File: config.mk
export PLATFORM = sky130hd
export DESIGN_NAME = tsyn_ctrl
export DESIGN_NICKNAME = d
export VERILOG_FILES = /design/src/rtl/tsyn_pkg.sv /design/src/rtl/tsyn_bus_cond.sv /design/src/rtl/tsyn_i2c_fsm.sv /design/src/rtl/tsyn_regs.sv /design/src/rtl/tsyn_ctrl.sv
export SDC_FILE = /design/constraint.sdc
export NUM_CORES = 1
export LEC_CHECK = 0
export BUFFER_PORTS_ARGS = -buffer_cell sky130_fd_sc_hd__buf_4
export CAP_MARGIN = 10
export CORE_ASPECT_RATIO = 2
export CORE_MARGIN = 2
export CORE_UTILIZATION = 49
export CTS_BUF_LIST = sky130_fd_sc_hd__clkbuf_8
export DETAILED_ROUTE_END_ITERATION = 7
export HOLD_SLACK_MARGIN = 0.05
export PLACE_DENSITY_LB_ADDON = 0.15
export REMOVE_ABC_BUFFERS = 1
export SLEW_MARGIN = 20
export SYNTH_ARGS = -nofsm -noshare
export SYNTH_HDL_FRONTEND = slang
export SYNTH_HIERARCHICAL = 1
export SYNTH_SLANG_ARGS = --single-unit
File: constraint.sdc
create_clock -name clk -period 4.6 [get_ports clk]
set_input_delay 0.46 -clock clk [delete_from_list [all_inputs] [get_ports clk]]
set_output_delay 0.46 -clock clk [all_outputs]
set_load 0.01 [all_outputs]
File: src/rtl/tsyn_pkg.sv
package tsyn_pkg;
   localparam int IDX_W = 3;
   localparam logic [IDX_W-1:0] LAST_IDX = 3'd3;
   localparam int LVL_W = 3;

   typedef enum logic [3:0] {
      ST_IDLE, ST_ADDR, ST_AACK, ST_WR, ST_WACK,
      ST_RD, ST_RACK, ST_RLD, ST_SKIP
   } bus_st_t;
endpackage

File: src/rtl/tsyn_bus_cond.sv
module tsyn_bus_cond #(
   parameter int SYNC_N = 2
) (
   input  logic clk,
   input  logic rst_n,
   input  logic scl_i,
   input  logic sda_i,
   output logic sda_lvl,
   output logic scl_rise,
   output logic scl_fall,
   output logic start_det,
   output logic stop_det
);
   logic [SYNC_N-1:0] scl_sh, sda_sh;
   logic scl_d, sda_d, scl_lvl;

   always_ff @(posedge clk or negedge rst_n) begin
      if (!rst_n) begin
         scl_sh <= '1;
         sda_sh <= '1;
         scl_d  <= 1'b1;
         sda_d  <= 1'b1;
      end else begin
         scl_sh <= {scl_sh[SYNC_N-2:0], scl_i};
         sda_sh <= {sda_sh[SYNC_N-2:0], sda_i};
         scl_d  <= scl_sh[SYNC_N-1];
         sda_d  <= sda_sh[SYNC_N-1];
      end
   end

   assign scl_lvl   = scl_sh[SYNC_N-1];
   assign sda_lvl   = sda_sh[SYNC_N-1];
   assign scl_rise  = scl_lvl & ~scl_d;
   assign scl_fall  = ~scl_lvl & scl_d;
   assign start_det = scl_lvl & scl_d & ~sda_lvl & sda_d;
   assign stop_det  = scl_lvl & scl_d & sda_lvl & ~sda_d;
endmodule

File: src/rtl/tsyn_i2c_fsm.sv
module tsyn_i2c_fsm
   import tsyn_pkg::*;
#(
   parameter logic [6:0] ADDR_BASE = 7'h60
) (
   input  logic             clk,
   input  logic             rst_n,
   input  logic             sda_lvl,
   input  logic             scl_rise,
   input  logic             scl_fall,
   input  logic             start_det,
   input  logic             stop_det,
   input  logic [1:0]       addr_sel,
   input  logic [7:0]       status,
   output logic             sda_pull,
   output logic             byte_stb,
   output logic [IDX_W-1:0] byte_idx,
   output logic [7:0]       byte_dat,
   output logic             commit_stb,
   output logic             por_clr
);
   bus_st_t          st;
   logic [3:0]       bitn;
   logic             got8;
   logic             rw;
   logic [7:0]       sh;
   logic [7:0]       tx;
   logic [IDX_W-1:0] idx;
   logic [6:0]       my_addr;

   assign my_addr  = {ADDR_BASE[6:2], addr_sel};
   assign byte_idx = idx;
   assign byte_dat = sh;

   always_ff @(posedge clk or negedge rst_n) begin
      if (!rst_n) begin
         st         <= ST_IDLE;
         bitn       <= '0;
         got8       <= 1'b0;
         rw         <= 1'b0;
         sh         <= '0;
         tx         <= '0;
         idx        <= '0;
         sda_pull   <= 1'b0;
         byte_stb   <= 1'b0;
         commit_stb <= 1'b0;
         por_clr    <= 1'b0;
      end else begin
         byte_stb   <= 1'b0;
         commit_stb <= 1'b0;
         por_clr    <= 1'b0;
         if (stop_det) begin
            st       <= ST_IDLE;
            got8     <= 1'b0;
            sda_pull <= 1'b0;
         end else if (start_det) begin
            st       <= ST_ADDR;
            bitn     <= '0;
            got8     <= 1'b0;
            idx      <= '0;
            sda_pull <= 1'b0;
         end else begin
            case (st)
               ST_ADDR, ST_WR: begin
                  if (scl_rise) begin
                     sh   <= {sh[6:0], sda_lvl};
                     bitn <= bitn + 4'd1;
                     if (bitn == 4'd7) got8 <= 1'b1;
                  end
                  if (scl_fall && got8) begin
                     got8 <= 1'b0;
                     bitn <= '0;
                     if (st == ST_ADDR) begin
                        if (sh[7:1] == my_addr) begin
                           sda_pull <= 1'b1;
                           rw       <= sh[0];
                           st       <= ST_AACK;
                        end else begin
                           st <= ST_SKIP;
                        end
                     end else if (idx <= LAST_IDX) begin
                        sda_pull <= 1'b1;
                        byte_stb <= 1'b1;
                        st       <= ST_WACK;
                     end else begin
                        st <= ST_SKIP;
                     end
                  end
               end
               ST_AACK: begin
                  if (scl_fall) begin
                     if (rw) begin
                        sda_pull <= ~status[7];
                        tx       <= {status[6:0], 1'b0};
                        st       <= ST_RD;
                     end else begin
                        sda_pull <= 1'b0;
                        st       <= ST_WR;
                     end
                  end
               end
               ST_WACK: begin
                  if (scl_fall) begin
                     sda_pull <= 1'b0;
                     if (idx == LAST_IDX) commit_stb <= 1'b1;
                     idx <= idx + 3'd1;
                     st  <= ST_WR;
                  end
               end
               ST_RD: begin
                  if (scl_rise) begin
                     bitn <= bitn + 4'd1;
                     if (bitn == 4'd7) begin
                        got8    <= 1'b1;
                        por_clr <= 1'b1;
                     end
                  end
                  if (scl_fall) begin
                     if (got8) begin
                        got8     <= 1'b0;
                        bitn     <= '0;
                        sda_pull <= 1'b0;
                        st       <= ST_RACK;
                     end else begin
                        sda_pull <= ~tx[7];
                        tx       <= {tx[6:0], 1'b0};
                     end
                  end
               end
               ST_RACK: begin
                  if (scl_rise) st <= sda_lvl ? ST_SKIP : ST_RLD;
               end
               ST_RLD: begin
                  if (scl_fall) begin
                     sda_pull <= ~status[7];
                     tx       <= {status[6:0], 1'b0};
                     st       <= ST_RD;
                  end
               end
               default: ;
            endcase
         end
      end
   end
endmodule

File: src/rtl/tsyn_regs.sv
module tsyn_regs
   import tsyn_pkg::*;
#(
   parameter int DIV_W  = 15,
   parameter int BAND_N = 3
) (
   input  logic              clk,
   input  logic              rst_n,
   input  logic              byte_stb,
   input  logic [IDX_W-1:0]  byte_idx,
   input  logic [7:0]        byte_dat,
   input  logic              commit_stb,
   input  logic              por_clr,
   output logic [DIV_W-1:0]  div_q,
   output logic              cp_q,
   output logic [2:0]        test_q,
   output logic [1:0]        ref_q,
   output logic              osc_q,
   output logic [BAND_N-1:0] band_q,
   output logic              por_q
);
   localparam int HI_W = DIV_W - 8;

   logic [HI_W-1:0]   s_hi;
   logic [7:0]        s_lo;
   logic [6:0]        s_ctl;
   logic [BAND_N-1:0] s_band;

   always_ff @(posedge clk or negedge rst_n) begin
      if (!rst_n) begin
         s_hi   <= '0;
         s_lo   <= '0;
         s_ctl  <= '0;
         s_band <= '0;
      end else if (byte_stb) begin
         case (byte_idx)
            3'd0:    s_hi   <= byte_dat[HI_W-1:0];
            3'd1:    s_lo   <= byte_dat;
            3'd2:    s_ctl  <= byte_dat[6:0];
            3'd3:    s_band <= byte_dat[BAND_N-1:0];
            default: ;
         endcase
      end
   end

   always_ff @(posedge clk or negedge rst_n) begin
      if (!rst_n) begin
         div_q  <= '0;
         cp_q   <= 1'b0;
         test_q <= '0;
         ref_q  <= '0;
         osc_q  <= 1'b0;
         band_q <= '0;
      end else if (commit_stb) begin
         div_q  <= {s_hi, s_lo};
         cp_q   <= s_ctl[6];
         test_q <= s_ctl[5:3];
         ref_q  <= s_ctl[2:1];
         osc_q  <= s_ctl[0];
         band_q <= s_band;
      end
   end

   always_ff @(posedge clk or negedge rst_n) begin
      if (!rst_n)       por_q <= 1'b1;
      else if (por_clr) por_q <= 1'b0;
   end
endmodule

File: src/rtl/tsyn_ctrl.sv
module tsyn_ctrl
   import tsyn_pkg::*;
#(
   parameter int         DIV_W     = 15,
   parameter int         BAND_N    = 3,
   parameter int         SYNC_N    = 2,
   parameter logic [6:0] ADDR_BASE = 7'h60
) (
   input  logic              clk,
   input  logic              rst_n,
   input  logic              scl_i,
   input  logic              sda_i,
   output logic              sda_pull_o,
   input  logic [1:0]        addr_sel_i,
   input  logic              lock_i,
   input  logic              acps_i,
   input  logic [LVL_W-1:0]  level_i,
   output logic [DIV_W-1:0]  div_o,
   output logic              cp_high_o,
   output logic [2:0]        test_o,
   output logic [1:0]        ref_sel_o,
   output logic              osc_off_o,
   output logic [BAND_N-1:0] band_o
);
   if (DIV_W < 9 || DIV_W > 15) begin : g_bad_div
      $error("DIV_W must lie in 9..15");
   end
   if (BAND_N < 1 || BAND_N > 5) begin : g_bad_band
      $error("BAND_N must lie in 1..5");
   end
   if (SYNC_N < 2) begin : g_bad_sync
      $error("SYNC_N must be at least 2");
   end
   if (ADDR_BASE[1:0] != 2'b00) begin : g_bad_addr
      $error("ADDR_BASE low two bits are taken by the strap");
   end

   logic             sda_lvl, scl_rise, scl_fall, start_det, stop_det;
   logic             byte_stb, commit_stb, por_clr, por_q;
   logic [IDX_W-1:0] byte_idx;
   logic [7:0]       byte_dat;
   logic [7:0]       status;

   assign status = {por_q, lock_i, acps_i, 2'b11, level_i};

   tsyn_bus_cond #(.SYNC_N(SYNC_N)) u_cond (
      .clk(clk), .rst_n(rst_n), .scl_i(scl_i), .sda_i(sda_i),
      .sda_lvl(sda_lvl), .scl_rise(scl_rise), .scl_fall(scl_fall),
      .start_det(start_det), .stop_det(stop_det)
   );

   tsyn_i2c_fsm #(.ADDR_BASE(ADDR_BASE)) u_fsm (
      .clk(clk), .rst_n(rst_n), .sda_lvl(sda_lvl),
      .scl_rise(scl_rise), .scl_fall(scl_fall),
      .start_det(start_det), .stop_det(stop_det),
      .addr_sel(addr_sel_i), .status(status),
      .sda_pull(sda_pull_o), .byte_stb(byte_stb), .byte_idx(byte_idx),
      .byte_dat(byte_dat), .commit_stb(commit_stb), .por_clr(por_clr)
   );

   tsyn_regs #(.DIV_W(DIV_W), .BAND_N(BAND_N)) u_regs (
      .clk(clk), .rst_n(rst_n), .byte_stb(byte_stb), .byte_idx(byte_idx),
      .byte_dat(byte_dat), .commit_stb(commit_stb), .por_clr(por_clr),
      .div_q(div_o), .cp_q(cp_high_o), .test_q(test_o), .ref_q(ref_sel_o),
      .osc_q(osc_off_o), .band_q(band_o), .por_q(por_q)
   );
endmodule

* Word-level counts from Yosys, hierarchy flattened
Cells that the tools add are included.
Storage, ports and cells: bits of input ports 11, word-level logic and storage cells 158, bits in registers 90
Operators by class: bitwise operators 15, add/sub/neg operators 2, reduce and logical (&&, ||, !) cells 21, mux-type cells 67, magnitude comparators 1, equal/unequal tests 26
Operators with widths (count):
- $mux 4 | 18
- $mux 8 | 5
- $mux 1 | 35
- $ne 4x3->1 const B | 6
- $pmux 4 s6 | 1
- $pmux 8 s3 | 1
- $reduce_and 8->1 | 3
- $eq 4x3->1 const B | 5
- $mux 3 | 4
- $reduce_and 2->1 | 5
- $eq 4x2->1 const B | 2
- $ne 2x1->1 const B | 4
- $not 1->1 | 8
- $pmux 4 s2 | 1
- $reduce_bool 8->1 | 1
- $and 1x1->1 | 7
- $eq 7x7->1 | 1
- $reduce_bool 7->1 | 1
- $eq 3x2->1 const B | 2
- $reduce_and 6->1 | 1
- $reduce_bool 3->1 | 2
- $ne 5x3->1 const B | 1
- $ne 5x5->1 const B | 1
- $pmux 1 s5 | 1
- 15 further kinds | 16

* Logic depth before layout (Yosys ltp)
depth after elaboration 8, mapped depth 7

* Cells and area by module
The synthesis kept the hierarchy.
By module, submodules not included:
- tsyn_regs | sequential area each 1277.5 µm², cells each 111, instances 1, area each 1926.8 µm²
- tsyn_i2c_fsm | sequential area each 800.8 µm², cells each 181, instances 1, area each 1829.3 µm²
- tsyn_bus_cond | sequential area each 157.7 µm², cells each 10, instances 1, area each 190.2 µm²
- tsyn_ctrl | sequential area each 0.0 µm², cells each 1, instances 1, area each 3.8 µm²

* Least setup slack after synthesis
Ideal clock, no wire load.
path type reg2reg, start register u_cond.sda_sh[1], end register u_fsm.sh[0], in the netlist u_fsm/byte_dat[0], path slack 2.532 ns, period minus slack after synthesis 2.068 ns, setup time 0.128 ns, stages on the path, launching flop included 7, arrival time 1.941 ns, data required time 4.472 ns, buffers on the path 1, cells stage by stage dfstp_2 -> and4b_1 -> or2_1 -> clkbuf_1 -> nor3_2 -> nand2_1 -> mux2_1
Between the ends: longest elaborated chain between the ends 5, elaborated cells on any way between the ends 8, those cells by class bitwise (7); reduce/logical (1)
Ends and longest elaborated chain:
- start: declaration | line tsyn_bus_cond.sv:14 | logic [SYNC_N-1:0] scl_sh, sda_sh;
- start signal: assignment | line tsyn_bus_cond.sv:25 | sda_sh <= {sda_sh[SYNC_N-2:0], sda_i};
- $not 1->1 | line tsyn_bus_cond.sv:35 | assign start_det = scl_lvl & scl_d & ~sda_lvl & sda_d;
- $and 1x1->1 (2 in a row) | line tsyn_bus_cond.sv:35
- named net start_det | line tsyn_ctrl.sv:38 | logic sda_lvl, scl_rise, scl_fall, start_det, stop_det;
- $not 1->1 (no source line)
- $reduce_and 4->1 (no source line)
- end signal: assignment | line tsyn_i2c_fsm.sv:66 | sh <= {sh[6:0], sda_lvl};
- end: declaration | line tsyn_i2c_fsm.sv:26 | logic [7:0] sh;
The timed path passes the listed nets, and every way through them passes these cells. A chain may end at the register's enable or synchronous reset.

* Worst setup path in the final report
start register u_cond.scl_d, end register u_fsm.tx[1]
Between the ends: elaborated cells on any way between the ends 12, those cells by class eq/ne (3); bitwise (8); reduce/logical (1)
RTL lines:
- start: declaration | line tsyn_bus_cond.sv:15 | logic scl_d, sda_d, scl_lvl;
- start signal: assignment | line tsyn_bus_cond.sv:26 | scl_d <= scl_sh[SYNC_N-1];
- $and 1x1->1 * | line tsyn_bus_cond.sv:34 | assign scl_fall = ~scl_lvl & scl_d;
- named net scl_fall | line tsyn_ctrl.sv:38
- $ne 2x1->1 (no source line)
- $reduce_and 8->1 (no source line) *
- end signal: assignment | line tsyn_i2c_fsm.sv:94 | tx <= {status[6:0], 1'b0};
- end signal: assignment | line tsyn_i2c_fsm.sv:126 | tx <= {tx[6:0], 1'b0};
- end signal: assignment | line tsyn_i2c_fsm.sv:136 | tx <= {status[6:0], 1'b0};
- end: declaration | line tsyn_i2c_fsm.sv:27 | logic [7:0] tx;
Mark *: on every way through the listed nets, which the timed path passes. The rest lies on a longest branch.

==> results.yml <==
clocking:
  cts_root_buf: "clkbuf_8"
  clk_pin_slew_ns: 0.08
  cts_resized: 0
  clock_sinks: 89
  cts_inserted_buffers: 9
  post_cts_buffers: 0
  cts_tree: "done"
  cts_max_path_buffers: 2
  htreeDepth: 3
  clkLatencyLatePin_ns: 0.36
  cts.hold.buffers_added: 1
finish:
  final_common_cell: "dfrtp_1"
  final_layout_size_suffix_gt1_frac: 0.353
  nets: 352
  insertedDiodeCount: 0
  layout_common_cells: "82 x dfrtp_1, 50 x mux2_2, 37 x buf_4"
  area_growth_pct: 13.6
  fillCellCount: 695
grt:
  antenna_found_initial: 0
  gr-usage-all-layers: 0.199
  grt_pass1_wl_um: 12600
  grt.overflow.total: 0
  grt_pass1_vias: 2556
  grt_max_degree: 56
floorplanning:
  die_h_um: 131
  start_util: 0.501
  die_area_um2: 8840
  die_w_um: 67.5
  core_um2: 7890
  rows: 46
  num_io_pins: 37
sta:
  fin_worst_skew_ns: 0.00785
  setup_tns_ns: 0
  max_freq_mhz: 421
  worst_pin_slew_ns: 1.03
  slew_violations: 0
  fin_crit_ns: 2.37
  setup_ws_ns: 2.23
  fin_crit_sh: 0.516
  relSlewSlack: 0.312
  grt_setup_unrepaired: "false"
  hold_viol: 0
  setup_violations: 0
drt:
  wirelength_um: 7750
  routedWlPerCell_um: 17.7
  vias: 2488
  drc: 0
  ant_nets: 0
  drtIter0Drc: 175
  dr.pass1.iters: 4
  avgViaCountPerCell: 5.67
yosys:
  synth_compound_area_frac: 0.0741
  synth_edf_count: 0
  synth_top_family_by_area: "multiplexers"
  syn-cell-area_um2: 3950
  postSynthAreaPerCell_um2: 13.0
  synthSimpleGateAreaFrac: 0.105
  ys_async_sr_fraction: 1.00
  synthFlopType: "dfrtp_1"
  muxShareOfSynthArea: 0.200
  synth-seq-cells: 89
  syn_inst: 303
  ys_warn_count: 6
  synthAdderAreaFrac: 0.00950
  seq_area_frac_synth: 0.566
  yosysUniqueCellTypes: 56
  synth-xor-area-share: 0.0133
job:
  max_cap_violations: 0
critical_path:
  end_kind: "register"
  r2r_start: "u_cond/scl_d"
  critPathKind: "register to register"
  cp-start-kind: "register"
  cp_data_required_time_ns: 4.88
  path_max_fanout: 14
  r2r-end: "u_fsm/tx[1]"
  r2r_cells: 5
  arrival_ns: 2.65
  rrSetupSlack_ns: 2.23
worst_hold_path:
  hp-class: "primary input to register"
  whs_path_depth: 1
  hp-start: "scl_i"
  holdPathEnd: "u_cond/scl_sh[0]"
placed_design:
  port_buffers: 36
  place_ws_ns: 2.25
  dp_hpwl_um: 5650
  globalplace.congestion: 0.900
power_and_ir_drop:
  p_leak_nw: 2.12
  vdd_drop_max_mv: 0.241
  powerDensity_nw_per_um2: 454
status:
  outcome: "finished, final reports clean"
==> cells by family after synthesis <==
group | Yosys count
other | 1
DFF | 89
and+or+nand+nor | 63
adders and majority gates | 3
buffers and inverters | 24
muxes | 71
xor gates and xnor gates | 6
AOI/OAI and AO/OA | 46
==> per-stage QoR <==
step                      hold slack [ns]  power [mW]  std cells  utilization  cell area (um^2)
after floorplan                     0.164        1.34        289            -              3860
after global placement              0.351        1.49        422        0.541              4270
after detailed placement            0.359        1.51        422        0.541              4270
after CTS                           0.184        2.06        439        0.569              4490
after global routing                0.173        2.17        439        0.569              4490
final                               0.210        2.04        439        0.569              4490
==> registers in the layout, indices dropped and copies added (netlist names), 2 cells and up <==
name and count:
u_fsm/byte_dat 8, u_regs/s_ctl 7, u_regs/band_q 3, u_fsm/byte_idx 3, u_fsm/bitn 4, u_regs/ref_q 2, u_regs/div_q 15, u_fsm/st 4
u_fsm/tx 7, u_regs/s_hi 7, u_cond/sda_sh 2, u_regs/s_band 3, u_regs/test_q 3, u_cond/scl_sh 2, u_regs/s_lo 8
==> layer usage <==
metal | GRT usage | up-vias | wire length (um)
met2 | 0.366 | 51 | 4530
li1 | - | 1166 | -
met1 | 0.202 | 1263 | 2830
met4 | 0.0912 | 0 | 157
met5 | 0 | - | 0
met3 | 0.0505 | 8 | 239
==> worst max-delay path by stage <==
stage | from | to | slack, ns | depth (start not counted)
detailed placement | u_cond/scl_d | u_fsm/tx[1] | 2.25 | 5
CTS | u_cond/scl_d | u_fsm/tx[1] | 2.23 | 5
global placement | u_cond/scl_d | u_fsm/byte_idx[0] | 2.26 | 6
finish | u_cond/scl_d | u_fsm/tx[1] | 2.23 | 5
floorplan | u_cond/sda_d | u_fsm/byte_dat[0] | 2.58 | 5
global route | u_cond/scl_d | u_fsm/tx[1] | 2.09 | 5
==> area by class of cell <==
class	count	area, um^2	area share
well taps	96	120	0.0268
multi-input cells	191	1600	0.357
clock buffers	11	151	0.0338
inverters	9	33.8	0.00753
repair buffers	38	288	0.0642
flip-flops and latches	89	2240	0.498
clock inverters	5	56.3	0.0126
==> critical path, stage by stage (launching register included) <==
cell	delay, ns
dfstp_2	0.55
nor2b_1	0.51
nand2b_1	0.25
a2111oi_4	0.74
nand3b_1	0.14
o21ai_1	0.11
==> power by group <==
part / leakage (nW) / switching (mW) / total [mW] / internal [mW]
logic: 0.831 / 0.243 / 0.457 / 0.215
clock network: 0.111 / 0.269 / 0.549 / 0.280
registers: 1.18 / 0.161 / 1.03 / 0.870
total: 2.12 / 0.673 / 2.04 / 1.36
==> synth_stat cells, types with 7 or more instances <==
library cell	instances	share of area
o21ai_1	9	0.011
mux2i_1	10	0.025
nor2_1	17	0.016
dfstp_2	7	0.047
mux2_1	10	0.029
mux2_2	50	0.14
inv_1	8	0.0076
dfrtp_1	82	0.52
buf_2	9	0.011
nand2_1	8	0.0076
o21ai_0	9	0.011
a21oi_1	14	0.018
No activity file was read; power rests on OpenSTA's default activity.
